File: src/rtl/irqc_pkg.sv
package irqc_pkg;
  localparam int NLINES = 8;
  localparam int LW     = $clog2(NLINES);
  localparam int DW     = 8;
  localparam logic [DW-1:0] ISR_READ_CMD = 8'h0B;
  localparam logic [DW-1:0] BASE_KEEP    = 8'hF8;

  typedef logic [DW-1:0]     byte_t;
  typedef logic [NLINES-1:0] lines_t;

  typedef enum logic [1:0] {
    ST_IDLE, ST_BASE, ST_CASC, ST_MODE
  } init_st_t;

  typedef struct packed {
    logic          setup_start;
    logic          arm_isr_rd;
    logic          end_one;
    logic          end_all;
    logic [LW-1:0] end_line;
  } cmd_t;

  function automatic byte_t base_of(byte_t v);
    return v & BASE_KEEP;
  endfunction

  function automatic byte_t vector_for(byte_t base, logic [LW-1:0] n);
    return base + byte_t'(n);
  endfunction

  function automatic lines_t pick_lowest(lines_t v);
    return v & (~v + lines_t'(1));
  endfunction

  function automatic logic [LW-1:0] line_index(lines_t onehot);
    logic [LW-1:0] idx;
    idx = '0;
    for (int i = 0; i < NLINES; i++)
      if (onehot[i]) idx = LW'(i);
    return idx;
  endfunction
endpackage

File: src/rtl/irqc_cmd_dec.sv
module irqc_cmd_dec
  import irqc_pkg::*;
(
  input  logic  clk,
  input  logic  rst_n,
  input  logic  cmd_wr,
  input  logic  cmd_rd,
  input  byte_t wdata,
  output cmd_t  cmd,
  output logic  isr_armed
);
  always_comb begin
    cmd = '0;
    cmd.end_line = wdata[LW-1:0];
    if (cmd_wr) begin
      if (wdata[4])
        cmd.setup_start = 1'b1;
      else if (wdata[3])
        cmd.arm_isr_rd = (wdata == ISR_READ_CMD);
      else if (wdata[5]) begin
        cmd.end_one = wdata[6];
        cmd.end_all = !wdata[6];
      end
    end
  end

  always_ff @(posedge clk) begin
    if (!rst_n)
      isr_armed <= 1'b0;
    else if (cmd.arm_isr_rd)
      isr_armed <= 1'b1;
    else if (cmd_rd)
      isr_armed <= 1'b0;
  end
endmodule

File: src/rtl/irqc_regs.sv
module irqc_regs
  import irqc_pkg::*;
(
  input  logic   clk,
  input  logic   rst_n,
  input  logic   setup_start,
  input  logic   data_wr,
  input  byte_t  wdata,
  output logic   init_active,
  output byte_t  offset_q,
  output lines_t casc_q,
  output lines_t mask_q,
  output logic   aeoi_q
);
  init_st_t st_q;
  byte_t    cfg_q;
  logic     single_mode, need_mode;

  assign single_mode = cfg_q[1];
  assign need_mode   = cfg_q[0];
  assign init_active = (st_q != ST_IDLE);

  always_ff @(posedge clk) begin
    if (!rst_n) begin
      st_q     <= ST_IDLE;
      cfg_q    <= '0;
      offset_q <= '0;
      casc_q   <= '0;
      mask_q   <= '0;
      aeoi_q   <= 1'b0;
    end else if (setup_start) begin
      st_q  <= ST_BASE;
      cfg_q <= wdata;
    end else if (data_wr) begin
      unique case (st_q)
        ST_IDLE: mask_q <= wdata;
        ST_BASE: begin
          offset_q <= base_of(wdata);
          if (!single_mode) st_q <= ST_CASC;
          else if (need_mode) st_q <= ST_MODE;
          else st_q <= ST_IDLE;
        end
        ST_CASC: begin
          casc_q <= wdata;
          st_q   <= need_mode ? ST_MODE : ST_IDLE;
        end
        ST_MODE: begin
          aeoi_q <= wdata[1];
          st_q   <= ST_IDLE;
        end
        default: st_q <= ST_IDLE;
      endcase
    end
  end
endmodule

File: src/rtl/irqc_service.sv
module irqc_service
  import irqc_pkg::*;
(
  input  logic          clk,
  input  logic          rst_n,
  input  lines_t        irq_req,
  input  lines_t        mask_q,
  input  lines_t        casc_q,
  input  logic          aeoi_q,
  input  byte_t         offset_q,
  input  logic          end_one,
  input  logic          end_all,
  input  logic [LW-1:0] end_line,
  output lines_t        isr_q,
  output lines_t        grant_vec,
  output logic          vec_valid,
  output byte_t         vec_out
);
  lines_t        eligible, isr_d;
  logic [LW-1:0] grant_line;
  logic          grant_any;

  assign eligible   = irq_req & ~mask_q & ~casc_q & ~isr_q;
  assign grant_vec  = pick_lowest(eligible);
  assign grant_any  = |grant_vec;
  assign grant_line = line_index(grant_vec);

  always_comb begin
    isr_d = isr_q;
    if (end_all) isr_d = '0;
    else if (end_one) isr_d[end_line] = 1'b0;
    if (grant_any && !aeoi_q) isr_d = isr_d | grant_vec;
  end

  always_ff @(posedge clk) begin
    if (!rst_n) begin
      isr_q     <= '0;
      vec_valid <= 1'b0;
      vec_out   <= '0;
    end else begin
      isr_q     <= isr_d;
      vec_valid <= grant_any;
      if (grant_any) vec_out <= vector_for(offset_q, grant_line);
    end
  end
endmodule

File: src/rtl/irq_ctrl_core.sv
module irq_ctrl_core
  import irqc_pkg::*;
(
  input  logic       clk,
  input  logic       rst_n,
  input  logic       addr,
  input  logic       wr_en,
  input  logic       rd_en,
  input  logic [7:0] wdata,
  output logic [7:0] rdata,
  input  logic [7:0] irq_req,
  output logic       vec_valid,
  output logic [7:0] vec_out
);
  cmd_t   cmd;
  logic   isr_armed, init_active, aeoi_q;
  byte_t  offset_q;
  lines_t casc_q, mask_q, isr_q, grant_vec;
  logic   cmd_wr, cmd_rd, data_wr;

  assign cmd_wr  = wr_en && !addr;
  assign data_wr = wr_en && addr;
  assign cmd_rd  = rd_en && !addr;

  irqc_cmd_dec u_dec (
    .clk(clk), .rst_n(rst_n), .cmd_wr(cmd_wr), .cmd_rd(cmd_rd),
    .wdata(wdata), .cmd(cmd), .isr_armed(isr_armed)
  );

  irqc_regs u_regs (
    .clk(clk), .rst_n(rst_n), .setup_start(cmd.setup_start),
    .data_wr(data_wr), .wdata(wdata), .init_active(init_active),
    .offset_q(offset_q), .casc_q(casc_q), .mask_q(mask_q), .aeoi_q(aeoi_q)
  );

  irqc_service u_svc (
    .clk(clk), .rst_n(rst_n), .irq_req(irq_req), .mask_q(mask_q),
    .casc_q(casc_q), .aeoi_q(aeoi_q), .offset_q(offset_q),
    .end_one(cmd.end_one), .end_all(cmd.end_all), .end_line(cmd.end_line),
    .isr_q(isr_q), .grant_vec(grant_vec), .vec_valid(vec_valid),
    .vec_out(vec_out)
  );

  always_comb begin
    if (addr) rdata = mask_q;
    else if (isr_armed) rdata = isr_q;
    else rdata = '0;
  end
endmodule

File: config.mk
export PLATFORM = sky130hd
export DESIGN_NAME = irq_ctrl_core
export DESIGN_NICKNAME = d
export VERILOG_FILES = /design/src/rtl/irqc_pkg.sv /design/src/rtl/irqc_cmd_dec.sv /design/src/rtl/irqc_regs.sv /design/src/rtl/irqc_service.sv /design/src/rtl/irq_ctrl_core.sv
export SDC_FILE = /design/constraint.sdc
export NUM_CORES = 1
export LEC_CHECK = 0
export ABC_CLOCK_PERIOD_IN_PS = 2100
export BUFFER_PORTS_ARGS = -buffer_cell sky130_fd_sc_hd__buf_2
export CORE_MARGIN = 2
export CORE_UTILIZATION = 45
export DETAILED_ROUTE_END_ITERATION = 8
export PLACE_DENSITY = 0.76
export SETUP_SLACK_MARGIN = 0.02
export SLEW_MARGIN = 10
export SYNTH_ARGS = -nofsm -noshare
export SYNTH_HDL_FRONTEND = slang
export SYNTH_SLANG_ARGS = --single-unit
File: constraint.sdc
create_clock -name clk -period 2.1 [get_ports clk]
set_input_delay 0.105 -clock clk [delete_from_list [all_inputs] [get_ports clk]]
set_output_delay 0.105 -clock clk [all_outputs]
set_load 0.1 [all_outputs]
After elaboration in Yosys (flattened, before gate mapping)

Index checks and enable logic that the tools add are counted.

Equality and inequality tests: 4
Add/subtract/negate cells: 2
Multiplexer cells: 27
Bitwise operators: 13
Order comparisons: 2
Reductions and logical operators: 21

Operator list:

| kind                | count |
|---|---|
| $and 8x8->8         | 5 |
| $mux 8              | 5 |
| $not 8->8           | 5 |
| $mux 3              | 5 |
| $mux 2              | 6 |
| $reduce_and 3->1    | 4 |
| $add 8x1->8 const B | 1 |
| $add 8x3->8         | 1 |
| $eq 8x4->1 const B  | 1 |
| $mux 1              | 8 |
| $or 8x8->8          | 1 |
| $reduce_or 8->1     | 1 |
| $pmux 2 s3          | 1 |
| $logic_and 1x1->1   | 5 |
| $eq 2x2->1 const B  | 2 |
| $lt 3x4->1 const B  | 1 |
| $mux 4              | 1 |
| $reduce_and 2->1    | 2 |
| $reduce_bool 2->1   | 2 |
| $reduce_bool 4->1   | 1 |
| $demux 1 s3         | 1 |
| $ge 3x1->1 const B  | 1 |
| $logic_not 1->1     | 3 |
| $reduce_bool 3->1   | 1 |
| other kinds (4)     | 5 |

Bits of input ports: 21
Output and inout bits: 17
Flip-flop bits (word level): 44
Logic and storage cells: 80

Logic depth before layout (Yosys ltp)

Depth in word-level cells: 15
Depth in mapped cells: 5
Gate-level depth less buffers: 4

Modules after synthesis

From an unflattened synthesis, not the netlist that was laid out.

Cell total of the unflattened synthesis: 270
Area, all modules: 2,461.1 µm²

Modules (own cells, without submodules):

| module        | seq. area each (µm²) | cells each | area an instance (µm²) | times used |
|---|---|---|---|---|
| irqc_service  | 340.3                | 127        | 1,147.4                | 1 |
| irqc_regs     | 520.5                | 112        | 1,064.8                | 1 |
| irqc_cmd_dec  | 20.0                 | 14         | 132.6                  | 1 |
| irq_ctrl_core | 0.0                  | 17         | 116.4                  | 1 |

Least setup slack after synthesis

Ideal clock, no wire load.

Path kind: register to output
Start: register u_dec.isr_armed
End: output port rdata[0]
Stages on the path, launching flop included: 4
Data required time: 1,995 ps
Buffers on the path: 1
Arrival time: 2,691 ps
Slack: -696 ps
Cell sequence: dfxtp_1 buf_1 nand2_1 o21ai_0

Word-level cells in the longest chain between the ends: 2

RTL lines:

| what                   | RTL line            | text |
|---|---|---|
| start, declared        | irqc_cmd_dec.sv:10  | `output logic isr_armed` |
| start signal, assigned | irqc_cmd_dec.sv:29  | `isr_armed <= 1'b0;` |
| start signal, assigned | irqc_cmd_dec.sv:31  | `isr_armed <= 1'b1;` |
| start signal, assigned | irqc_cmd_dec.sv:33  | `isr_armed <= 1'b0;` |
| $mux 8                 | irq_ctrl_core.sv:46 | `else if (isr_armed) rdata = isr_q;` |
| $mux 8                 | irq_ctrl_core.sv:45 | `if (addr) rdata = mask_q;` |
| end, declared          | irq_ctrl_core.sv:10 | `output logic [7:0] rdata,` |

No other way between the ends.

Worst setup path after layout

Start: register u_regs.mask_q[3]
End: register u_svc.isr_q[5]

Word-level cells in the longest chain between the ends: 10
Elaborated cells between the ends (all ways): 11
Classes of those cells: add/sub (1); mux (1); bitwise (7); reduce/logical (2)

RTL lines:

| what                         | RTL line           | text |
|---|---|---|
| start, declared              | irqc_regs.sv:12    | `output lines_t mask_q,` |
| start signal, assigned       | irqc_regs.sv:36    | `ST_IDLE: mask_q <= wdata;` |
| $not 8->8 (*)                | irqc_service.sv:23 | `assign eligible = irq_req & ~mask_q & ~casc_q & ~isr_q;` |
| $and 8x8->8 (*) (3 in a row) | irqc_service.sv:23 |  |
| $not 8->8                    | irqc_pkg.sv:32     | `return v & (~v + lines_t'(1));` |
| $add 8x1->8                  | irqc_pkg.sv:32     |  |
| $and 8x8->8 (*)              | irqc_pkg.sv:32     |  |
| $reduce_or 8->1              | irqc_service.sv:25 | `assign grant_any = \|grant_vec;` |
| $logic_and 1x1->1            | irqc_service.sv:32 | `if (grant_any && !aeoi_q) isr_d = isr_d \| grant_vec;` |
| $mux 8 (*)                   | irqc_service.sv:32 |  |
| end signal, assigned         | irqc_service.sv:41 | `isr_q <= isr_d;` |
| end, declared                | irqc_service.sv:14 | `output lines_t isr_q,` |

Mark *: on every way between the ends. The rest lies on a longest branch, timed or not.
A chain may end at the register's enable or synchronous reset.

==> key figures <==
Timing
  – Clock Skews: 0.006953 ns
  – Tcrit/Tclk final: 88.65%
  – Setup repair after global routing missed its margin: no
  – Fmax: 0.5371 GHz
  – Hold slack: 0.09376 ns
  – Worst slew margin: 57.47%
  – Setup Total Neg Slack: 0 ns
  – Worst Max-Slew Pin Slew: 0.6373 ns
  – Final setup vio count: 0
  – Final worst slack: 0.2383 ns
  – Slew Limit Fails: 0
  – Fin crit period: 1.862 ns
  – Final count of hold timing violations: 0

Synthesis
  – Synth area leaders: dfxtp_1 43%, nand2_1 10%, a21oi_1 8.8%, o21ai_0 5.2%, mux2i_1 2.9%
  – Cell taking the most area after synthesis: dfxtp_1
  – Netlist cell types: 37
  – Ys async rst share: 0%
  – Yosys reg bits: 44
  – Post-Syn Area per Cell: 7.870 um2
  – Mapped Nets: 280
  – Most frequent cell after synthesis: nand2_1
  – Synth Cell Area: 2038 um2
  – Synth cell count leaders: 57 x nand2_1, 44 x dfxtp_1, 36 x a21oi_1
  – Ys Warns: 0
  – Seq/Total Area, Yosys: 43.22%
  – Commonest register cell after synthesis: dfxtp_1
  – Area share of the largest cell type after synthesis: 43.22%
  – Mapped Cells: 259
  – Number of flops mapped to enable cells by yosys: 0

Global routing
  – Initial antenna violation count: 0
  – Largest net degree at the start of global routing: 24
  – GRT overflow: 0
  – Total track usage: 22.00%
  – First-pass GRT wire length: 8735 um
  – Vias in the first global route: 1811

Power and ir drop
  – Power share of the combinational group: 17.6%
  – Peak supply drop: 373.0 uV
  – Pwr/cell area: 709.4 nW/um2
  – Switching part of the total: 30.01%
  – Internal Power: 0.001178 W
  – Total power draw: 0.001683 W
  – Reg power frac: 52.5%
  – Psw: 0.0005050 W
  – Clk network pwr share: 29.9%
  – P_leak: 0.9579 nW

Layout
  – Final-stage net count: 317
  – ANT cells: 0
  – Fin area: 2372 um2
  – FILL cells: 417
  – Area grow syn2layout: 16.39%
  – Share of layout cells above drive strength 1: 20.95%

Detailed routing
  – Met2 routed WL: 2330 um
  – Vias per cell: 5.713
  – Met3 Routed Length: 339 um
  – Total Routed Length: 5243 um
  – Starting DRC count in detailed routing: 161
  – WL/cell: 15.07 um
  – Top Layer Used: met4
  – ANT nets after route: 0
  – DRT met1 WL: 2493 um
  – First-pass DRT Iterations: 4
  – Vias: 1988
  – # DRC: 0

Setup path
  – R2R Setup Slk: 0.24 ns
  – Critical Path Stages: 5
  – Crit end category: flop
  – Worst-path cell chain: nor4b_1 > buf_4 > or4_1 > or3_1 > o32ai_2
  – CP max-delay cell: or4_1
  – Max Fanout on Critical Path: 9
  – CP Launch Type: flop
  – Critical Path Sink: u_svc.isr_q[5]
  – WP data required: 2.31 ns
  – Max incr delay on CP: 0.63 ns
  – Worst setup path start: u_regs.mask_q[3]
  – Reg2reg end: u_svc.isr_q[5]
  – Critical path type: flop to flop
  – WP data arrival: 2.08 ns
  – Worst path top cell family by delay: simple AND/OR/NAND/NOR gates
  – Reg2reg path depth: 5
  – R2R Path Start: u_regs.mask_q[3]
  – Crit path buf inv count: 1

Floorplan
  – Initial core utilization: 46.81%
  – Die Span X: 71.30 um
  – Core Area: 4354 um2
  – Row cnt: 24
  – Die Y: 71.30 um
  – I/O pin count: 38
  – Die area: 5084 um2

Placed design
  – Count of input and output buffers: 37
  – Post-DP HPWL: 3764 um
  – GPL Wtd Cong: 0.8641
  – DP Worst Slack: 0.2729 ns
  – DP Area: 2295 um2

Clock tree
  – Post-CTS Setup Inserts: 0
  – CTS Buf Count: 5
  – # clock sinks: 44
  – Clock-pin slew on the worst setup and hold paths: 0.08 ns
  – CTS tree: built
  – CTS H-tree depth: 2
  – Max Buffers Root-to-Sink: 2
  – Root buffer cell: clkbuf_8
  – Hold_buf cts: 0
  – CTS resizes: 0
  – Worst-Skew Late Latency: 0.30 ns

Job
  – # Max-Cap Violations: 0

Status
  – Outcome: complete, no violations

Worst hold path
  – Worst hold path type: primary input to flop
==> metrics by stage <==
| stage | utilization (%) | std cells |
|---|---|---|
| after floorplan | - | 259 |
| after global placement | 52.70 | 341 |
| after detailed placement | 52.70 | 341 |
| after CTS | 54.48 | 348 |
| after global routing | 54.48 | 348 |
| final | 54.48 | 348 |
==> registers in the layout, indices dropped and copies added (netlist names) <==
register / count
u_regs.cfg_q: 2
u_svc.vec_valid: 1
u_regs.mask_q: 8
u_dec.isr_armed: 1
u_regs.st_q: 2
u_regs.aeoi_q: 1
u_regs.casc_q: 8
u_svc.isr_q: 8
u_svc.vec_out: 8
u_regs.offset_q: 5
==> how the worst min path moves through the flow <==
stage          startpoint  slack, ns          endpoint  cells past startpoint
6_report         wdata[7]       0.09  u_regs.casc_q[7]                      3
5_1_grt          wdata[7]       0.09  u_regs.mask_q[7]                      3
4_1_cts          wdata[7]       0.09  u_regs.mask_q[7]                      3
3_5_place_dp     wdata[7]       0.40  u_regs.mask_q[7]                      3
3_3_place_gp     wdata[7]       0.39  u_regs.casc_q[7]                      3
2_1_floorplan       rst_n       0.22    u_regs.st_q[1]                      2
==> tightest hold or removal path: cells and delay by family <==
kind            cells  cell delay [ns]
simple gates        1             0.06
buf+inv             1             0.13
compound gates      1             0.05
==> metal layers <==
layer,up-vias,track usage [%]
li1,983,-
met1,939,30.81
met2,59,34.05
met3,7,4.641
met4,0,6.918
met5,-,0
==> layout make-up <==
type / count / area, um2 / area share (%)
Clock buffer: 6 / 72.57 / 3.059
Inverter: 5 / 18.77 / 0.7911
Clock inverter: 1 / 5.005 / 0.2110
Tap cell: 52 / 65.06 / 2.743
Sequential cell: 44 / 880.8 / 37.13
Timing Repair Buffer: 46 / 252.7 / 10.65
Multi-Input combinational cell: 194 / 1077 / 45.41
==> layout by cell type, fill, tap and decap left out, types with 2 or more instances in the layout <==
master / netlist / layout
a21boi_0: 2 / 2
buf_2: 1 / 37
o211a_1: 2 / 2
or4b_2: 4 / 4
dfxtp_1: 44 / 44
nor4b_1: 5 / 5
nand2_1: 57 / 57
buf_4: 0 / 9
nor2_1: 16 / 16
or3_1: 4 / 4
o22ai_1: 2 / 2
nor4b_2: 2 / 2
nand3_1: 9 / 9
o21ai_1: 0 / 8
nand4_1: 2 / 2
nand4b_1: 3 / 3
mux2i_1: 6 / 6
clkbuf_8: 0 / 5
a21oi_1: 36 / 36
nand3b_1: 3 / 3
o21ai_0: 21 / 13
inv_1: 5 / 5
o31a_1: 2 / 2
nor3_1: 4 / 4
==> cell families (layout without fill, tap and decap cells) <==
family                 Yosys count  in the layout  share of synthesized area [%]
buffers and inverters           21             58                          3.928
AOI/OAI and AO/OA               69             69                          19.09
DFF                             44             44                          43.22
and+or+nand+nor                119            119                          30.82
muxes                            6              6                          2.947
==> power by group through the flow <==
stage | combinational (W) | clock, W | sequential (W)
after floorplan | 0.000166 | 0 | 0.000945
after global placement | 0.000292 | 0 | 0.000901
after detailed placement | 0.000294 | 0 | 0.000903
after CTS | 0.000295 | 0.000508 | 0.000883
after global routing | 0.000322 | 0.000548 | 0.000888
final | 0.000297 | 0.000503 | 0.000884
(Power assumes the default switching activity.)
